File: src/rtl/lane_pkg.sv
package lane_pkg;
  typedef enum logic [1:0] {
    SZ_BYTE  = 2'b00,
    SZ_HALF  = 2'b01,
    SZ_WORD  = 2'b10,
    SZ_WORD2 = 2'b11
  } acc_size_e;
endpackage

File: src/rtl/lane_ea_gen.sv
module lane_ea_gen #(
  parameter int ADDR_W = 32,
  parameter int DISP_W = 16
) (
  input  logic [ADDR_W-1:0] base,
  input  logic [DISP_W-1:0] disp,
  output logic [ADDR_W-1:0] ea
);
  localparam int EXT_W = ADDR_W - DISP_W;

  always_comb begin
    ea = base + {{EXT_W{disp[DISP_W-1]}}, disp};
  end
endmodule

File: src/rtl/lane_store_pack.sv
module lane_store_pack
  import lane_pkg::*;
#(
  parameter int DATA_W = 32
) (
  input  logic [$clog2(DATA_W/8)-1:0] off,
  input  acc_size_e                   size,
  input  logic [DATA_W-1:0]           data,
  output logic [DATA_W/8-1:0]         mask,
  output logic [DATA_W-1:0]           wdata,
  output logic                        misal
);
  localparam int NB    = DATA_W / 8;
  localparam int OFF_W = $clog2(NB);
  localparam int NH    = NB / 2;

  always_comb begin
    mask  = '0;
    wdata = data;
    misal = 1'b0;
    unique case (size)
      SZ_BYTE: begin
        wdata = {NB{data[7:0]}};
        for (int j = 0; j < NB; j++) begin
          mask[j] = (OFF_W'(NB - 1 - j) == off);
        end
      end
      SZ_HALF: begin
        wdata = {NH{data[15:0]}};
        misal = off[0];
        for (int j = 0; j < NB; j++) begin
          mask[j] = (OFF_W'((NB - 1 - j) / 2) == (off >> 1));
        end
      end
      default: begin
        wdata = data;
        misal = |off;
        mask  = '1;
      end
    endcase
  end
endmodule

File: src/rtl/lane_load_unpack.sv
module lane_load_unpack
  import lane_pkg::*;
#(
  parameter int DATA_W = 32
) (
  input  logic [DATA_W-1:0]           word,
  input  logic [$clog2(DATA_W/8)-1:0] off,
  input  acc_size_e                   size,
  input  logic                        zext,
  output logic [DATA_W-1:0]           value
);
  localparam int NB    = DATA_W / 8;
  localparam int OFF_W = $clog2(NB);
  localparam int NH    = NB / 2;

  logic [7:0]  bsel;
  logic [15:0] hsel;

  always_comb begin
    bsel = '0;
    for (int j = 0; j < NB; j++) begin
      if (OFF_W'(NB - 1 - j) == off) bsel = word[8*j +: 8];
    end
    hsel = '0;
    for (int k = 0; k < NH; k++) begin
      if (OFF_W'(NH - 1 - k) == (off >> 1)) hsel = word[16*k +: 16];
    end
  end

  always_comb begin
    unique case (size)
      SZ_BYTE: value = {{(DATA_W-8){~zext & bsel[7]}}, bsel};
      SZ_HALF: value = {{(DATA_W-16){~zext & hsel[15]}}, hsel};
      default: value = word;
    endcase
  end
endmodule

File: src/rtl/lane_unit.sv
module lane_unit
  import lane_pkg::*;
#(
  parameter int ADDR_W = 32,
  parameter int DATA_W = 32,
  parameter int DISP_W = 16
) (
  input  logic                clk,
  input  logic                rst,
  input  logic                req_i,
  input  logic                we_i,
  input  logic [ADDR_W-1:0]   base_i,
  input  logic [DISP_W-1:0]   disp_i,
  input  logic [1:0]          size_i,
  input  logic [DATA_W-1:0]   st_data_i,
  input  logic [DATA_W-1:0]   ld_word_i,
  input  logic [$clog2(DATA_W/8)-1:0] ld_off_i,
  input  logic [1:0]          ld_size_i,
  input  logic                ld_unsigned_i,
  output logic [ADDR_W-1:0]   mem_addr_o,
  output logic [DATA_W/8-1:0] wr_be_o,
  output logic [DATA_W-1:0]   wr_data_o,
  output logic                misalign_o,
  output logic [DATA_W-1:0]   ld_value_o
);
  localparam int NB    = DATA_W / 8;
  localparam int OFF_W = $clog2(NB);

  logic [ADDR_W-1:0] ea;
  logic [NB-1:0]     mask;
  logic [DATA_W-1:0] wdata;
  logic              misal;
  logic [DATA_W-1:0] ld_val;

  lane_ea_gen #(.ADDR_W(ADDR_W), .DISP_W(DISP_W)) u_ea (
    .base (base_i),
    .disp (disp_i),
    .ea   (ea)
  );

  lane_store_pack #(.DATA_W(DATA_W)) u_st (
    .off   (ea[OFF_W-1:0]),
    .size  (acc_size_e'(size_i)),
    .data  (st_data_i),
    .mask  (mask),
    .wdata (wdata),
    .misal (misal)
  );

  lane_load_unpack #(.DATA_W(DATA_W)) u_ld (
    .word  (ld_word_i),
    .off   (ld_off_i),
    .size  (acc_size_e'(ld_size_i)),
    .zext  (ld_unsigned_i),
    .value (ld_val)
  );

  always_ff @(posedge clk) begin
    if (rst) begin
      mem_addr_o <= '0;
      wr_be_o    <= '0;
      wr_data_o  <= '0;
      misalign_o <= 1'b0;
      ld_value_o <= '0;
    end else begin
      mem_addr_o <= {ea[ADDR_W-1:OFF_W], {OFF_W{1'b0}}};
      wr_be_o    <= (req_i && we_i && !misal) ? mask : '0;
      wr_data_o  <= wdata;
      misalign_o <= req_i && misal;
      ld_value_o <= ld_val;
    end
  end
endmodule

File: config.mk
export PLATFORM = sky130hd
export DESIGN_NAME = lane_unit
export DESIGN_NICKNAME = d
export VERILOG_FILES = /design/src/rtl/lane_pkg.sv /design/src/rtl/lane_ea_gen.sv /design/src/rtl/lane_store_pack.sv /design/src/rtl/lane_load_unpack.sv /design/src/rtl/lane_unit.sv
export SDC_FILE = /design/constraint.sdc
export NUM_CORES = 1
export LEC_CHECK = 0
export ABC_AREA = 1
export BUFFER_PORTS_ARGS = -buffer_cell sky130_fd_sc_hd__buf_2
export CORE_MARGIN = 10
export CORE_UTILIZATION = 50
export CTS_CLUSTER_DIAMETER = 80
export CTS_CLUSTER_SIZE = 16
export DETAILED_ROUTE_END_ITERATION = 8
export GPL_TIMING_DRIVEN = 0
export PLACE_DENSITY = 0.86
export SYNTH_ARGS = -nofsm -noshare
export SYNTH_HDL_FRONTEND = slang
export SYNTH_SLANG_ARGS = --single-unit
File: constraint.sdc
create_clock -name clk -period 1.9 [get_ports clk]
set_input_delay 0.19 -clock clk [delete_from_list [all_inputs] [get_ports clk]]
set_output_delay 0.19 -clock clk [all_outputs]
set_load 0.05 [all_outputs]
==> impl_metrics.yaml, run 1 <==
run_status:
  status: "completed"
worst_setup_path:
  worstPathArrival_ns: 2.00
  slowest_stage: "fa_1"
  crit_type: "primary input to flip-flop"
  start_kind: "primary input"
  crit_chain: "buf_2 > ha_1 > inv_1 > fa_1 > inv_1 > nand3_1 > nand3_1 > nand2_1 > nand3_2 > nand2_1 > a21oi_1 > nor2_1"
  crit_fanout: 5
  cp-end-kind: "flip-flop"
  worst-path-buf-inv: 3
  required_ns: 2.15
  slowest_delay_ns: 0.40
  critical-path-top-delay-family: "adder cells"
job:
  maxCapViolCount: 0
global_routing:
  grt_max_degree: 22
  grt_overflow_total: 0
  grt_pass1_wl_um: 30800
  antenna_found_initial: 0
  grt_pass1_vias: 6231
  grt_use_total_pct: 23.1
synthesis:
  synth_ff_type: "dfxtp_1"
  yosysUniqueCellTypes: 33
  synth-async-reset-ratio_pct: 0
  synth_edf_count: 0
  synth_warnings: 0
  synth-seq-cells: 99
  avgSynthCellArea_um2: 6.38
  ys_seq_area_share_pct: 33.8
  synthCells: 920
  syn_area_mm2: 0.00587
routing:
  routed_wl_um: 19900
  ant_nets: 0
  routedWlPerCell_um: 15.3
  vias: 6536
  firstDrtPassIters: 5
  drt_iter0_markers: 523
  vias_per_cell: 5.04
  route.detailed.drc: 0
floorplanning:
  ios: 224
  core_mm2: 0.0115
  num_rows: 39
  die_h_um: 128
  start_util_pct: 51.2
  die-area_mm2: 0.0165
  die_w_um: 128
timing:
  final.min_clock_period_ns: 1.75
  tightestPinTransition_ns: 0.587
  final.setup.tns_ns: 0
  final_hold_viol_count: 0
  setup_viol: 0
  slew_viol_final: 0
  max_slew_margin_pct: 60.8
  rsz0062_at_grt: "false"
  fmax_mhz: 571
  post-route-period-util_pct: 92.2
final_layout:
  diodes: 0
  fin_area_mm2: 0.00745
  final_layout_size_suffix_gt1_share_pct: 25.3
  area.sequential_mm2: 0.00198
  final_cell_mix: "nand2_1, buf_2, inv_1"
  layout_commonest_cell: "nand2_1"
  fillerInstances: 1058
  multiInputGateArea_mm2: 0.00320
  layoutNonFillerInstCount: 1298
  syn_to_final_growth_pct: 26.9
  layout.nets: 1305
placement:
  gp_congestion: 0.932
  hpwl_um: 16300
  numPortBuffers: 218
  placedCellCount: 1282
  placed_area_mm2: 0.00714
clocking:
  cts_setup_buffers: 0
  cts_sinks: 99
  cts_root_buffer: "clkbuf_16"
  clk_path_buf_depth: 2
  path_clk_slew_ns: 0.08
  cts_made_buffers: 9
  cts_resized: 0
  cts_hold_buffers: 0
  cts_htree_levels: 3
  tritoncts: "yes"
worst_hold_path:
  hold_end: "wr_data_o[0]$_SDFF_PP0_"
  hold_path.startpoint: "st_data_i[0]"
  holdPathStages: 3
  min_path_type: "primary input to flip-flop"
power_and_ir_drop:
  design_power_total_w: 0.00617
  power_density_mw_per_mm2: 828
  peakVddDrop_mv: 0.844
  power_leakage_nw: 4.32
## cells in the mapped netlist (5+ instances only)
| library cell | n | area, µm² |
|---|---|---|
| nor3_2 | 5 | 50.1 |
| nand2_2 | 17 | 106 |
| a22oi_1 | 11 | 82.6 |
| o21ai_0 | 23 | 115 |
| nand3_1 | 36 | 180 |
| nor2_2 | 12 | 75.1 |
| dfxtp_1 | 99 | 1980 |
| ha_1 | 31 | 388 |
| clkbuf_1 | 12 | 45.0 |
| nand2_1 | 316 | 1190 |
| nor2_1 | 71 | 267 |
| and2_1 | 6 | 37.5 |
| inv_1 | 142 | 533 |
| inv_2 | 7 | 26.3 |
| a21oi_1 | 91 | 455 |
## per-stage QoR
stage               util [%]  hold slack [ns]  setup slack [ns]
detailed placement      62.3            0.440            -0.207
global route            64.9           0.0753            0.0225
finish                  64.9           0.0750             0.148
CTS                     64.9           0.0640             0.175
floorplan                  -            0.315             0.325
global placement        62.3            0.432            -0.196
## metal layers
metal	routed length (µm)	vias to the layer above	track usage, %	share of wire (%)
li1	-	3311	-	-
met1	7700	2894	26.0	39
met2	9960	291	41.7	50
met3	1800	40	5.83	9.0
met4	459	0	7.09	2.3
met5	0	-	0	0
## worst max path at each step
stage                    from                         to  slack [ns]  cells past startpoint
floorplan           base_i[0]  mem_addr_o[28]$_SDFF_PP0_        0.32                     11
global placement    base_i[0]  mem_addr_o[28]$_SDFF_PP0_       -0.20                     12
detailed placement  base_i[0]  mem_addr_o[28]$_SDFF_PP0_       -0.21                     12
CTS                 base_i[0]  mem_addr_o[28]$_SDFF_PP0_        0.17                     12
global route        disp_i[0]  mem_addr_o[24]$_SDFF_PP0_        0.02                     14
finish              disp_i[0]  mem_addr_o[28]$_SDFF_PP0_        0.15                     12
## flip-flops by register name, summed over array words and instances (netlist names)
name,cells
ld_value_o,32
wr_data_o,32
mem_addr_o,30
wr_be_o,4
misalign_o,1
## cell type report
cell class | instances | area share, %
clock buffer | 9 | 3.02
buffer | 23 | 1.71
timing repair buffer | 218 | 14.7
multi-input combinational | 650 | 43.0
tap | 143 | 2.40
clock inverter | 7 | 1.09
sequential | 99 | 26.6
inverter | 149 | 7.51
## cells by family (layout without fill, tap and decap cells)
family                   count (synthesis)  count (layout)  synth area share (%)
other                                    1               2                0.0639
buffers and inverters                  172             406                  11.7
XOR/XNOR                                 1               1                 0.149
adder cells (fa/ha/maj)                 32              32                  6.95
flip-flops                              99              99                  33.8
AO/OA/AOI/OAI                          135             135                  12.6
AND/OR/NAND/NOR                        480             480                  34.7
## where the power goes
part           total, W  switching, W  leakage (nW)  internal (W)
logic           0.00200       0.00145          3.35      0.000552
registers       0.00228     0.0000383         0.822       0.00224
clock network   0.00189      0.000936         0.151      0.000951
total           0.00617       0.00242          4.32       0.00374
(Power assumes the default switching activity.)
==> run 2: changes to the inputs <==
PLACE_DENSITY = 0.92   (was 0.86)
==> impl_metrics.yaml, run 2 (same netlist as run 1, synthesis figures left out) <==
floorplanning:
  start_util_pct: 51.2
  die_h_um: 128
  die-area_mm2: 0.0165
  die_w_um: 128
  core_mm2: 0.0115
  num_rows: 39
  ios: 224
placement:
  placedCellCount: 1282
  placed_area_mm2: 0.00714
  numPortBuffers: 218
  hpwl_um: 16600
  gp_congestion: 0.942
worst_setup_path:
  crit_top_cell: "nor2_1"
  critical-path-top-delay-family: "simple AND/OR/NAND/NOR gates"
  cp-end-kind: "flip-flop"
  crit_type: "primary input to flip-flop"
  slowest_delay_ns: 0.49
  worstPathArrival_ns: 1.89
  slowest_stage: "ha_1"
  crit_chain: "buf_2 > ha_1 > nand2_2 > nor2_2 > inv_1 > nor2_1 > and2_1 > nand2_1 > a21oi_1 > nor2_1"
  worst-path-buf-inv: 2
  critPathCapture: "mem_addr_o[30]$_SDFF_PP0_"
  start_kind: "primary input"
  crit_path_start: "disp_i[15]"
  cp_num_cells: 10
  required_ns: 2.15
  crit_fanout: 17
global_routing:
  grt_pass1_wl_um: 31100
  grt_max_degree: 22
  grt_pass1_vias: 6316
  grt_overflow_total: 0
  antenna_found_initial: 0
  grt_use_total_pct: 23.4
timing:
  setup_viol: 0
  fmax_mhz: 609
  slew_viol_final: 0
  final.min_clock_period_ns: 1.64
  final_hold_viol_count: 0
  rsz0062_at_grt: "false"
  max_slew_margin_pct: 54.3
  tightestPinTransition_ns: 0.685
  hold_slack_ns: 0.0701
  post-route-period-util_pct: 86.4
run_status:
  status: "completed"
routing:
  route.detailed.drc: 0
  firstDrtPassIters: 7
  vias_per_cell: 5.12
  drt_iter0_markers: 611
  vias: 6652
  ant_nets: 0
  routed_wl_um: 20300
  routedWlPerCell_um: 15.6
final_layout:
  top_regs: "ld_value_o x32, wr_data_o x32, mem_addr_o x30"
  fin_area_mm2: 0.00745
  final_layout_size_suffix_gt1_share_pct: 25.3
  area.sequential_mm2: 0.00198
  fillerInstances: 1005
  layoutNonFillerInstCount: 1299
  layout.nets: 1305
  multiInputGateArea_mm2: 0.00320
  final_cell_mix: "nand2_1, buf_2, inv_1"
  layout_commonest_cell: "nand2_1"
  syn_to_final_growth_pct: 27.1
clocking:
  cts_setup_buffers: 0
  cts_resized: 0
  path_clk_slew_ns: 0.08
  cts_hold_buffers: 0
  cts_made_buffers: 9
  cts_root_buffer: "clkbuf_16"
  cts_htree_levels: 3
  clk_path_buf_depth: 2
  cts_sinks: 99
  tritoncts: "yes"
power_and_ir_drop:
  power_density_mw_per_mm2: 827
  power_leakage_nw: 4.32
  peakVddDrop_mv: 1.03
job:
  maxCapViolCount: 0
worst_hold_path:
  min_path_type: "primary input to flip-flop"
## run 2: cell types whose count changed in the layout (fill, tap and decap cells not counted), sizes merged
cell / delta
inv: -2
diode: +1
clkinv: +2
## run 2: how the worst min path moves through the flow
stage / startpoint / endpoint / slack, ns / cells past startpoint
floorplan: st_data_i[0] / wr_data_o[0]$_SDFF_PP0_ / 0.31 / 2
global route: st_data_i[0] / wr_data_o[0]$_SDFF_PP0_ / 0.07 / 3
global placement: st_data_i[1] / wr_data_o[1]$_SDFF_PP0_ / 0.42 / 3
detailed placement: st_data_i[2] / wr_data_o[2]$_SDFF_PP0_ / 0.44 / 3
CTS: st_data_i[2] / wr_data_o[2]$_SDFF_PP0_ / 0.06 / 3
finish: st_data_i[1] / wr_data_o[1]$_SDFF_PP0_ / 0.07 / 3
## run 2: routing by layer
| layer | GRT usage, % | wire length [µm] |
|---|---|---|
| met3 | 5.83 | 1880 |
| met4 | 8.54 | 527 |
| met5 | 0 | 0 |
| met2 | 41.5 | 9840 |
| met1 | 26.3 | 8030 |
## run 2: power by group
group	switching (W)	internal, W	total (W)
Clock	0.000928	0.000946	0.00187
Combinational	0.00146	0.000552	0.00202
Sequential	0.0000368	0.00224	0.00227
## run 2: cell type report
class	instances	area share [%]
Multi-Input combinational cell	650	42.9
Sequential cell	99	26.6
Timing Repair Buffer	218	14.6
Inverter	149	7.50
Clock buffer	9	3.02
Tap cell	143	2.40
Buffer	23	1.71
Clock inverter	7	1.16
Antenna cell	1	0.0336
## run 2: per-stage QoR
step / setup slack (ns) / power (W) / TNS [ns] / utilization (%)
2_1_floorplan: 0.325 / 0.00375 / 0 / -
3_3_place_gp: -0.0787 / 0.00429 / -0.197 / 62.3
3_5_place_dp: -0.0942 / 0.00432 / -0.325 / 62.3
4_1_cts: 0.283 / 0.00618 / 0 / 65.0
5_1_grt: 0.115 / 0.00647 / 0 / 65.0
6_report: 0.258 / 0.00617 / 0 / 65.0
==> run 3: changes to the inputs <==
CORE_UTILIZATION = 45   (was 50)
PLACE_DENSITY = 0.88   (was 0.92)
clock period = 1.43 ns   (was 1.9 ns; I/O delays follow)
==> impl_metrics.yaml, run 3 (same netlist as run 1, synthesis figures left out) <==
run_status:
  status: "completed"
power_and_ir_drop:
  peakVddDrop_mv: 0.563
  p_int_w: 0.00505
  power_leakage_nw: 4.37
  combPwrFrac_pct: 34.3
  power_density_mw_per_mm2: 1070
  p_sw_w: 0.00331
  switching_share_pct: 39.6
  pwr-share-clk_pct: 29.6
  design_power_total_w: 0.00836
  pwr-share-seq_pct: 36.2
global_routing:
  antenna_found_initial: 0
  grt_pass1_wl_um: 32100
  grt_max_degree: 21
  grt_overflow_total: 0
  grt_use_total_pct: 22.2
  grt_pass1_vias: 6515
timing:
  final.min_clock_period_ns: 1.39
  post-route-period-util_pct: 97.4
  fmax_mhz: 718
  hold_slack_ns: 0.0227
  setup_viol: 0
  slew_viol_final: 0
  max_slew_margin_pct: 55.0
  tightestPinTransition_ns: 0.675
  final_hold_viol_count: 0
final_layout:
  layout_commonest_cell: "nand2_1"
  top_regs: "ld_value_o x32, wr_data_o x32, mem_addr_o x30"
  fillerInstances: 1143
  layout.nets: 1313
  final_cell_mix: "nand2_1, buf_2, inv_1"
  syn_to_final_growth_pct: 33.4
  final_layout_size_suffix_gt1_share_pct: 29.8
  diodes: 0
worst_setup_path:
  crit_fanout: 5
  required_ns: 1.72
  start_kind: "primary input"
  crit_type: "primary input to flip-flop"
  cp-end-kind: "flip-flop"
  worstPathArrival_ns: 1.68
clocking:
  cts_hold_buffers: 0
  cts_htree_levels: 3
  cts_sinks: 99
  tritoncts: "yes"
  cts_made_buffers: 9
  path_clk_slew_ns: 0.07
  clk_path_buf_depth: 2
  cts_root_buffer: "clkbuf_16"
routing:
  route.detailed.drc: 0
  vias: 6773
  firstDrtPassIters: 8
  routed_wl_um: 21500
  routedWlPerCell_um: 16.1
  drt_iter0_markers: 615
  ant_nets: 0
  vias_per_cell: 5.07
floorplanning:
  die_h_um: 134
  core_mm2: 0.0127
  start_util_pct: 46.3
  num_rows: 41
  die-area_mm2: 0.0180
  die_w_um: 134
  ios: 224
job:
  maxCapViolCount: 0
placement:
  gp_congestion: 0.937
  hpwl_um: 16900
  numPortBuffers: 218
worst_hold_path:
  hold_end: "wr_data_o[1]$_SDFF_PP0_"
  holdPathStages: 3
  min_path_type: "primary input to flip-flop"
  hold_path.startpoint: "st_data_i[1]"
-- run 3: cell count changes in the layout (fill, tap and decap cells not counted), moves of 7 or more --
| cell | previous run | this run |
|---|---|---|
| buf_4 | 3 | 10 |
| ha_1 | 31 | 11 |
| ha_2 | 0 | 8 |
| ha_4 | 0 | 12 |
| nand2_1 | 316 | 309 |
| nand2_2 | 17 | 24 |
-- run 3: worst max-delay path by stage --
stage	from	to	slack [ns]	cells past startpoint
6_report	base_i[7]	mem_addr_o[21]$_SDFF_PP0_	0.04	13
5_1_grt	base_i[7]	mem_addr_o[21]$_SDFF_PP0_	-0.11	13
4_1_cts	disp_i[15]	mem_addr_o[30]$_SDFF_PP0_	0.008	10
3_5_place_dp	disp_i[15]	mem_addr_o[23]$_SDFF_PP0_	-0.45	11
3_3_place_gp	disp_i[15]	mem_addr_o[30]$_SDFF_PP0_	-0.44	10
2_1_floorplan	base_i[0]	mem_addr_o[28]$_SDFF_PP0_	0.004	11
-- run 3: timing repair --
item,in CTS,in global routing
buffers inserted,0,8
endpoints found under the setup margin,17,21
pin swaps,0,16
gates resized for setup,6,55
-- run 3: power by group through the flow --
| stage | registers [W] | logic [W] | clock network (W) |
|---|---|---|---|
| finish | 0.00302 | 0.00287 | 0.00247 |
| global route | 0.00304 | 0.00310 | 0.00261 |
| CTS | 0.00302 | 0.00268 | 0.00251 |
| detailed placement | 0.00309 | 0.00266 | 0 |
| global placement | 0.00308 | 0.00263 | 0 |
| floorplan | 0.00387 | 0.00111 | 0 |
-- run 3: layer usage --
layer	vias up	global-route usage [%]	wire (µm)
met2	371	39.9	10600
li1	3332	-	-
met4	0	10.1	813
met3	62	5.49	1980
met5	-	0	0
met1	3008	23.8	8130
-- run 3: cell type report --
type | instances | area (µm²) | area share (%)
flip-flops and latches | 99 | 1980 | 25.3
clock inverters | 7 | 80.1 | 1.02
clock buffers | 9 | 225 | 2.88
repair buffers | 226 | 1170 | 15.0
inverters | 149 | 559 | 7.15
plain buffers | 23 | 128 | 1.63
well taps | 172 | 215 | 2.75
multi-input cells | 650 | 3460 | 44.3
-- run 3: worst max-delay path: stages --
cell,delay [ns]
buf_2,0.10
ha_1,0.35
nand2_1,0.17
inv_1,0.08
nand2_1,0.07
nand2_1,0.06
a21oi_1,0.22
nand2_2,0.13
nand2_1,0.10
nand2_1,0.05
nand2_1,0.06
inv_1,0.04
nor2_1,0.11
-- run 3: through the flow --
step           setup WS [ns]  instance area, µm²  cells  util [%]  TNS, ns
3_5_place_dp          -0.446                7180   1311      56.7   -10.08
3_3_place_gp          -0.439                7180   1311      56.7    -9.10
5_1_grt               -0.115                7820   1335      61.7   -0.406
6_report              0.0368                7820   1335      61.7        0
4_1_cts              0.00756                7510   1327      59.3        0
2_1_floorplan        0.00408                5880    921         -        0
